[config.mk]
export PLATFORM = sky130hd
export DESIGN_NAME = ddr_burst2_wr_port
export DESIGN_NICKNAME = d
export VERILOG_FILES = /design/src/rtl/ddrw_pkg.sv /design/src/rtl/ddrw_rise_cap.sv /design/src/rtl/ddrw_fall_cap.sv /design/src/rtl/ddrw_issue.sv /design/src/rtl/ddr_burst2_wr_port.sv
export SDC_FILE = /design/constraint.sdc
export NUM_CORES = 1
export LEC_CHECK = 0
export CORE_UTILIZATION = 53
export CTS_CLUSTER_SIZE = 30
export DETAILED_ROUTE_END_ITERATION = 6
export GPL_TIMING_DRIVEN = 1
export PLACE_DENSITY = 0.84
export SLEW_MARGIN = 20
export SYNTH_ARGS = -nofsm -noshare
export SYNTH_HDL_FRONTEND = slang
export SYNTH_SLANG_ARGS = --single-unit
export TNS_END_PERCENT = 30
[constraint.sdc]
create_clock -name clk -period 1.75 [get_ports clk]
set_input_delay 0.35 -clock clk [delete_from_list [all_inputs] [get_ports clk]]
set_output_delay 0.35 -clock clk [all_outputs]
set_load 0.02 [all_outputs]
[src/rtl/ddrw_pkg.sv]
`timescale 1ns/1ps
package ddrw_pkg;
  localparam int unsigned DDRW_BYTE_W   = 9;
  localparam int unsigned DDRW_NBYTES   = 2;
  localparam int unsigned DDRW_ADDR_W   = 18;
endpackage

[src/rtl/ddrw_rise_cap.sv]
`timescale 1ns/1ps
module ddrw_rise_cap
  import ddrw_pkg::*;
#(
  parameter int unsigned BYTE_W = DDRW_BYTE_W,
  parameter int unsigned NB     = DDRW_NBYTES,
  localparam int unsigned WORD_W = BYTE_W * NB
) (
  input  logic              clk,
  input  logic              rst_n,
  input  logic              sel_n,
  input  logic [NB-1:0]     be_n,
  input  logic [WORD_W-1:0] din,
  output logic              start_q,
  output logic [WORD_W-1:0] lo_word_q,
  output logic [NB-1:0]     lo_en_q
);
  always_ff @(posedge clk or negedge rst_n) begin
    if (!rst_n) begin
      start_q   <= 1'b0;
      lo_word_q <= '0;
      lo_en_q   <= '0;
    end else begin
      start_q <= !sel_n;
      if (!sel_n) begin
        lo_word_q <= din;
        lo_en_q   <= ~be_n;
      end
    end
  end


  lo_hold_when_idle_chk: assert property (@(posedge clk) disable iff (!rst_n)
    sel_n |=> $stable(lo_word_q))
    else $error("low beat changed while deselected");
endmodule

[src/rtl/ddrw_fall_cap.sv]
`timescale 1ns/1ps
module ddrw_fall_cap
  import ddrw_pkg::*;
#(
  parameter int unsigned BYTE_W = DDRW_BYTE_W,
  parameter int unsigned NB     = DDRW_NBYTES,
  parameter int unsigned AW     = DDRW_ADDR_W,
  localparam int unsigned WORD_W = BYTE_W * NB
) (
  input  logic              clk,
  input  logic              rst_n,
  input  logic              start_q,
  input  logic [NB-1:0]     be_n,
  input  logic [WORD_W-1:0] din,
  input  logic [AW-1:0]     addr,
  output logic              valid_q,
  output logic [WORD_W-1:0] hi_word_q,
  output logic [NB-1:0]     hi_en_q,
  output logic [AW-1:0]     addr_q
);
  always_ff @(negedge clk or negedge rst_n) begin
    if (!rst_n) begin
      valid_q   <= 1'b0;
      hi_word_q <= '0;
      hi_en_q   <= '0;
      addr_q    <= '0;
    end else begin
      valid_q <= start_q;
      if (start_q) begin
        hi_word_q <= din;
        hi_en_q   <= ~be_n;
        addr_q    <= addr;
      end
    end
  end


  addr_ignored_chk: assert property (@(negedge clk) disable iff (!rst_n)
    !start_q |=> $stable(addr_q))
    else $error("address taken without an open transfer");
endmodule

[src/rtl/ddrw_issue.sv]
`timescale 1ns/1ps
module ddrw_issue
  import ddrw_pkg::*;
#(
  parameter int unsigned BYTE_W = DDRW_BYTE_W,
  parameter int unsigned NB     = DDRW_NBYTES,
  parameter int unsigned AW     = DDRW_ADDR_W,
  localparam int unsigned WORD_W = BYTE_W * NB,
  localparam int unsigned LANES  = 2 * NB,
  localparam int unsigned DATA_W = 2 * WORD_W
) (
  input  logic              clk,
  input  logic              rst_n,
  input  logic              valid,
  input  logic [WORD_W-1:0] lo_word,
  input  logic [NB-1:0]     lo_en,
  input  logic [WORD_W-1:0] hi_word,
  input  logic [NB-1:0]     hi_en,
  input  logic [AW-1:0]     addr,
  output logic              we_q,
  output logic [AW-1:0]     addr_q,
  output logic [LANES-1:0]  lane_q,
  output logic [DATA_W-1:0] data_q
);
  function automatic logic [DATA_W-1:0] mask_merge(
    input logic [WORD_W-1:0] lo, input logic [WORD_W-1:0] hi,
    input logic [LANES-1:0] en);
    logic [DATA_W-1:0] cat;
    logic [DATA_W-1:0] res;
    cat = {hi, lo};
    res = '0;
    for (int i = 0; i < LANES; i++)
      if (en[i]) res[i*BYTE_W +: BYTE_W] = cat[i*BYTE_W +: BYTE_W];
    return res;
  endfunction

  logic [LANES-1:0] lane_d;
  assign lane_d = {hi_en, lo_en};

  always_ff @(posedge clk or negedge rst_n) begin
    if (!rst_n) begin
      we_q   <= 1'b0;
      addr_q <= '0;
      lane_q <= '0;
      data_q <= '0;
    end else begin
      we_q <= valid;
      if (valid) begin
        addr_q <= addr;
        lane_q <= lane_d;
        data_q <= mask_merge(lo_word, hi_word, lane_d);
      end else begin
        lane_q <= '0;
        data_q <= '0;
      end
    end
  end


  idle_lane_chk: assert property (@(posedge clk) disable iff (!rst_n)
    !we_q |-> (lane_q == '0))
    else $error("lanes enabled with no write");

  for (genvar g = 0; g < LANES; g++) begin : g_lane_chk

    masked_lane_zero_chk: assert property (@(posedge clk) disable iff (!rst_n)
      !lane_q[g] |-> (data_q[g*BYTE_W +: BYTE_W] == '0))
      else $error("disabled byte %0d carries data", g);
  end
endmodule

[src/rtl/ddr_burst2_wr_port.sv]
`timescale 1ns/1ps
module ddr_burst2_wr_port
  import ddrw_pkg::*;
#(
  parameter int unsigned AW     = DDRW_ADDR_W,
  parameter int unsigned BYTE_W = DDRW_BYTE_W,
  parameter int unsigned NB     = DDRW_NBYTES,
  localparam int unsigned WORD_W = BYTE_W * NB,
  localparam int unsigned LANES  = 2 * NB,
  localparam int unsigned DATA_W = 2 * WORD_W
) (
  input  logic              clk,
  input  logic              rst_n,
  input  logic              wr_sel_n,
  input  logic [NB-1:0]     bw_n,
  input  logic [WORD_W-1:0] din,
  input  logic [AW-1:0]     wr_addr_in,
  output logic              mem_we,
  output logic [AW-1:0]     mem_addr,
  output logic [LANES-1:0]  mem_lane,
  output logic [DATA_W-1:0] mem_data
);
  logic              start_evt;
  logic              fall_evt;
  logic [WORD_W-1:0] lo_word, hi_word;
  logic [NB-1:0]     lo_en, hi_en;
  logic [AW-1:0]     cap_addr;

  ddrw_rise_cap #(.BYTE_W(BYTE_W), .NB(NB)) u_rise (
    .clk(clk), .rst_n(rst_n), .sel_n(wr_sel_n), .be_n(bw_n), .din(din),
    .start_q(start_evt), .lo_word_q(lo_word), .lo_en_q(lo_en));

  ddrw_fall_cap #(.BYTE_W(BYTE_W), .NB(NB), .AW(AW)) u_fall (
    .clk(clk), .rst_n(rst_n), .start_q(start_evt), .be_n(bw_n), .din(din),
    .addr(wr_addr_in), .valid_q(fall_evt), .hi_word_q(hi_word),
    .hi_en_q(hi_en), .addr_q(cap_addr));

  ddrw_issue #(.BYTE_W(BYTE_W), .NB(NB), .AW(AW)) u_issue (
    .clk(clk), .rst_n(rst_n), .valid(fall_evt), .lo_word(lo_word),
    .lo_en(lo_en), .hi_word(hi_word), .hi_en(hi_en), .addr(cap_addr),
    .we_q(mem_we), .addr_q(mem_addr), .lane_q(mem_lane), .data_q(mem_data));


  we_has_origin_chk: assert property (@(posedge clk) disable iff (!rst_n)
    mem_we |-> $past(start_evt))
    else $error("write with no opening edge");


  issue_latency_chk: assert property (@(posedge clk) disable iff (!rst_n)
    start_evt |=> mem_we)
    else $error("opened transfer did not issue next cycle");


  deselect_no_write_chk: assert property (@(posedge clk) disable iff (!rst_n)
    wr_sel_n |-> ##2 !mem_we)
    else $error("write issued for a deselected slot");
endmodule

==> flow_summary.ini <==
[status]
status = finished with violations
violations = setup timing

[critical_path]
startpoint_type = register
worstReg2RegStart = u_rise.start_q
reg2reg_depth = 2
slowest_delay_ps = 420
worstSetupPathType = reg -> reg
cp_slowest_cell = dfrtp_2
rr_endpoint = u_fall.addr_q[16]
rrSetupSlack_ps = -310
worstPathArrival_ps = 1460
cp_data_required_time_ps = 1150
worstPathMaxFanout = 14
crit_chain = buf_12, mux2_2
end_kind = register

[synth]
ys.flop_type = dfrtp_1
syn-cell-area_sq_mm = 0.00420
synth_seq_cells = 119
synth-edff-count = 0
synth.most_common_cell = dfrtp_1
syn-num-nets = 297
syn_avg_cell_area_sq_um = 16.4
yosysTopAreaCellShare_pct = 47.6
ys.warnings.count = 0
synthArstFlopShare_pct = 100
postSynthCellCount = 256
netlist.top_cell.by_area = dfrtp_1
synthTopCellsByArea = dfrtp_1 (48%), dfrtn_1 (23%), mux2_2 (19%)
synthTopCellsByCount = dfrtp_1 (80), mux2_2 (72), dfrtn_1 (39)
synth.distinct_cells = 12
ys_seq_area_share_pct = 70.9

[drt]
via_per_inst = 5.11
drt_iter0_markers = 115
vias = 2500
wl_per_cell_um = 17.8
drt_first_pass_iters = 5
drc_errors = 0
drt_wl_total_mm = 8.70
drtAntennaViolNets = 0

[timing]
hold_viol_final = 0
tightest_slew_ps = 388
setup_viol = 96
slew_headroom_pct = 74.1
timing.final.max_slew_violations = 0
skew_ps = 70.1
rsz0062_at_grt = true
fin_ws_ps = -311
tns_ps = -14920

[clock_tree]
clock_path_buffers = 2
cts-root-buf = clkbuf_8
htree_num_levels = 4
worstSkewPairLatency_ps = 500
cts_tree = yes
clock-sinks = 119
cts.clk_slew.worst_paths_ps = 50
numCtsBuffers = 17

[die]
row_count = 32
die_area_sq_mm = 0.00829
core-area_sq_mm = 0.00769
die_h_um = 91.1
ioPinCount = 100
initial_utilization_pct = 54.7
dieWidth_um = 91.1

[power]
powerDensity_mw_per_mm2 = 1230
ir_drop_v = 0.000867
p_leak_nw = 3.00

[cells_and_area]
drive_gt1_share_pct = 30.2
area_growth_pct = 43.1
fillCellCount = 446
layout.nets = 415
fin_util_pct = 78.2
diodes = 0

[place]
routabilityCongestion = 0.720
port_buffers = 99
dp_hpwl_mm = 5.24

[job]
drv_cap = 0

[global_routing]
grt_overflow = 0
grt_pass1_vias = 2802
grt_use_total_pct = 23.2
grt_pass1_wl_mm = 14.1
antenna_found_initial = 0
grt_max_degree = 48

[hold_path]
hp-class = in -> async
==> registers in the layout (all words and copies together) (netlist names), 2 cells and up <==
signal and flops:
u_issue.data_q 36, u_rise.lo_en_q 2, u_fall.hi_word_q 18, u_issue.lane_q 4
u_fall.hi_en_q 2, u_rise.lo_word_q 18, u_fall.addr_q 18, u_issue.addr_q 18
==> placed cells by master (no fill, tap or decap) <==
cell type,Yosys,layout
clkdlybuf4s50_1,0,39
and3_1,36,36
mux2_4,0,18
a21oi_1,4,4
buf_6,6,1
clkinvlp_4,0,1
bufinv_16,0,3
dfrtp_2,0,1
clkbuf_8,0,3
buf_4,4,6
dlygate4sd2_1,0,59
clkinv_1,0,1
buf_8,0,1
buf_12,0,7
clkbuf_1,6,3
nor2_1,2,2
dlygate4sd3_1,0,1
clkinv_2,0,5
nor2b_1,2,2
and2_1,4,4
dfrtn_1,39,39
inv_1,1,1
mux2_2,72,54
buf_16,0,1
dfrtp_1,80,79
clkbuf_16,0,16
==> cells by family (layout without fill, tap and decap cells) <==
| group | Yosys count | after routing | synth area share (%) |
|---|---|---|---|
| buffers and inverters | 17 | 148 | 2.95 |
| AO/OA/AOI/OAI | 4 | 4 | 0.476 |
| flip-flops | 119 | 119 | 70.9 |
| AND/OR/NAND/NOR | 44 | 44 | 6.43 |
| multiplexers | 72 | 72 | 19.3 |
==> layout make-up <==
| cell class | instances | area, sq um | share of cell area (%) |
|---|---|---|---|
| clock buffer | 22 | 453 | 7.53 |
| clock inverter | 10 | 126 | 2.10 |
| inverter | 1 | 3.75 | 0.0624 |
| multi-input combinational | 120 | 1170 | 19.4 |
| sequential | 119 | 2980 | 49.5 |
| tap | 102 | 128 | 2.12 |
| timing repair buffer | 115 | 1160 | 19.2 |
==> how the worst max path moves through the flow <==
| stage | slack (ps) | to | start |
|---|---|---|---|
| floorplan | -200 | u_fall.addr_q[0] | u_rise.start_q |
| global placement | -360 | u_fall.hi_word_q[8] | din[8] |
| detailed placement | -370 | u_fall.hi_word_q[6] | din[6] |
| CTS | -330 | u_fall.addr_q[10] | u_rise.start_q |
| global route | -350 | u_fall.addr_q[9] | u_rise.start_q |
| finish | -310 | u_fall.addr_q[16] | u_rise.start_q |
==> metrics by stage <==
step	power [mW]	area (sq um)	hold slack, ps	setup WS (ps)	cells
floorplan	3.63	4200	54.4	-196	256
global placement	4.11	5380	366	-358	455
detailed placement	4.14	5380	372	-369	455
CTS	7.44	5960	388	-326	489
global route	7.69	6010	405	-353	489
finish	7.41	6010	404	-311	489
==> worst max-delay path: cells and delay by family, from the launching register on <==
family	cells	cell delay [ps]
flip-flops	1	420
buffers and inverters	1	190
multiplexers	1	350
==> timing repair <==
item / in CTS / in global routing
endpoints found under the setup margin: 155 / 97
gates cloned: 1 / 0
buffers inserted: 0 / 0
hold buffers: 1 / 0
resized for setup: 70 / 14
endpoints found under the hold margin: 80 / 0
==> report_power, final <==
part,switching [mW],internal [mW]
Clock,1.12,2.22
Sequential,0.143,3.03
Combinational,0.420,0.469
Total,1.69,5.72
==> routing by layer <==
| layer | wire [um] | track usage [%] |
|---|---|---|
| met5 | 0 | 0 |
| met1 | 3500 | 26.9 |
| met2 | 4540 | 38.8 |
| met4 | 93 | 8.47 |
| met3 | 558 | 9.63 |
Power figures use the tool's default switching activity.
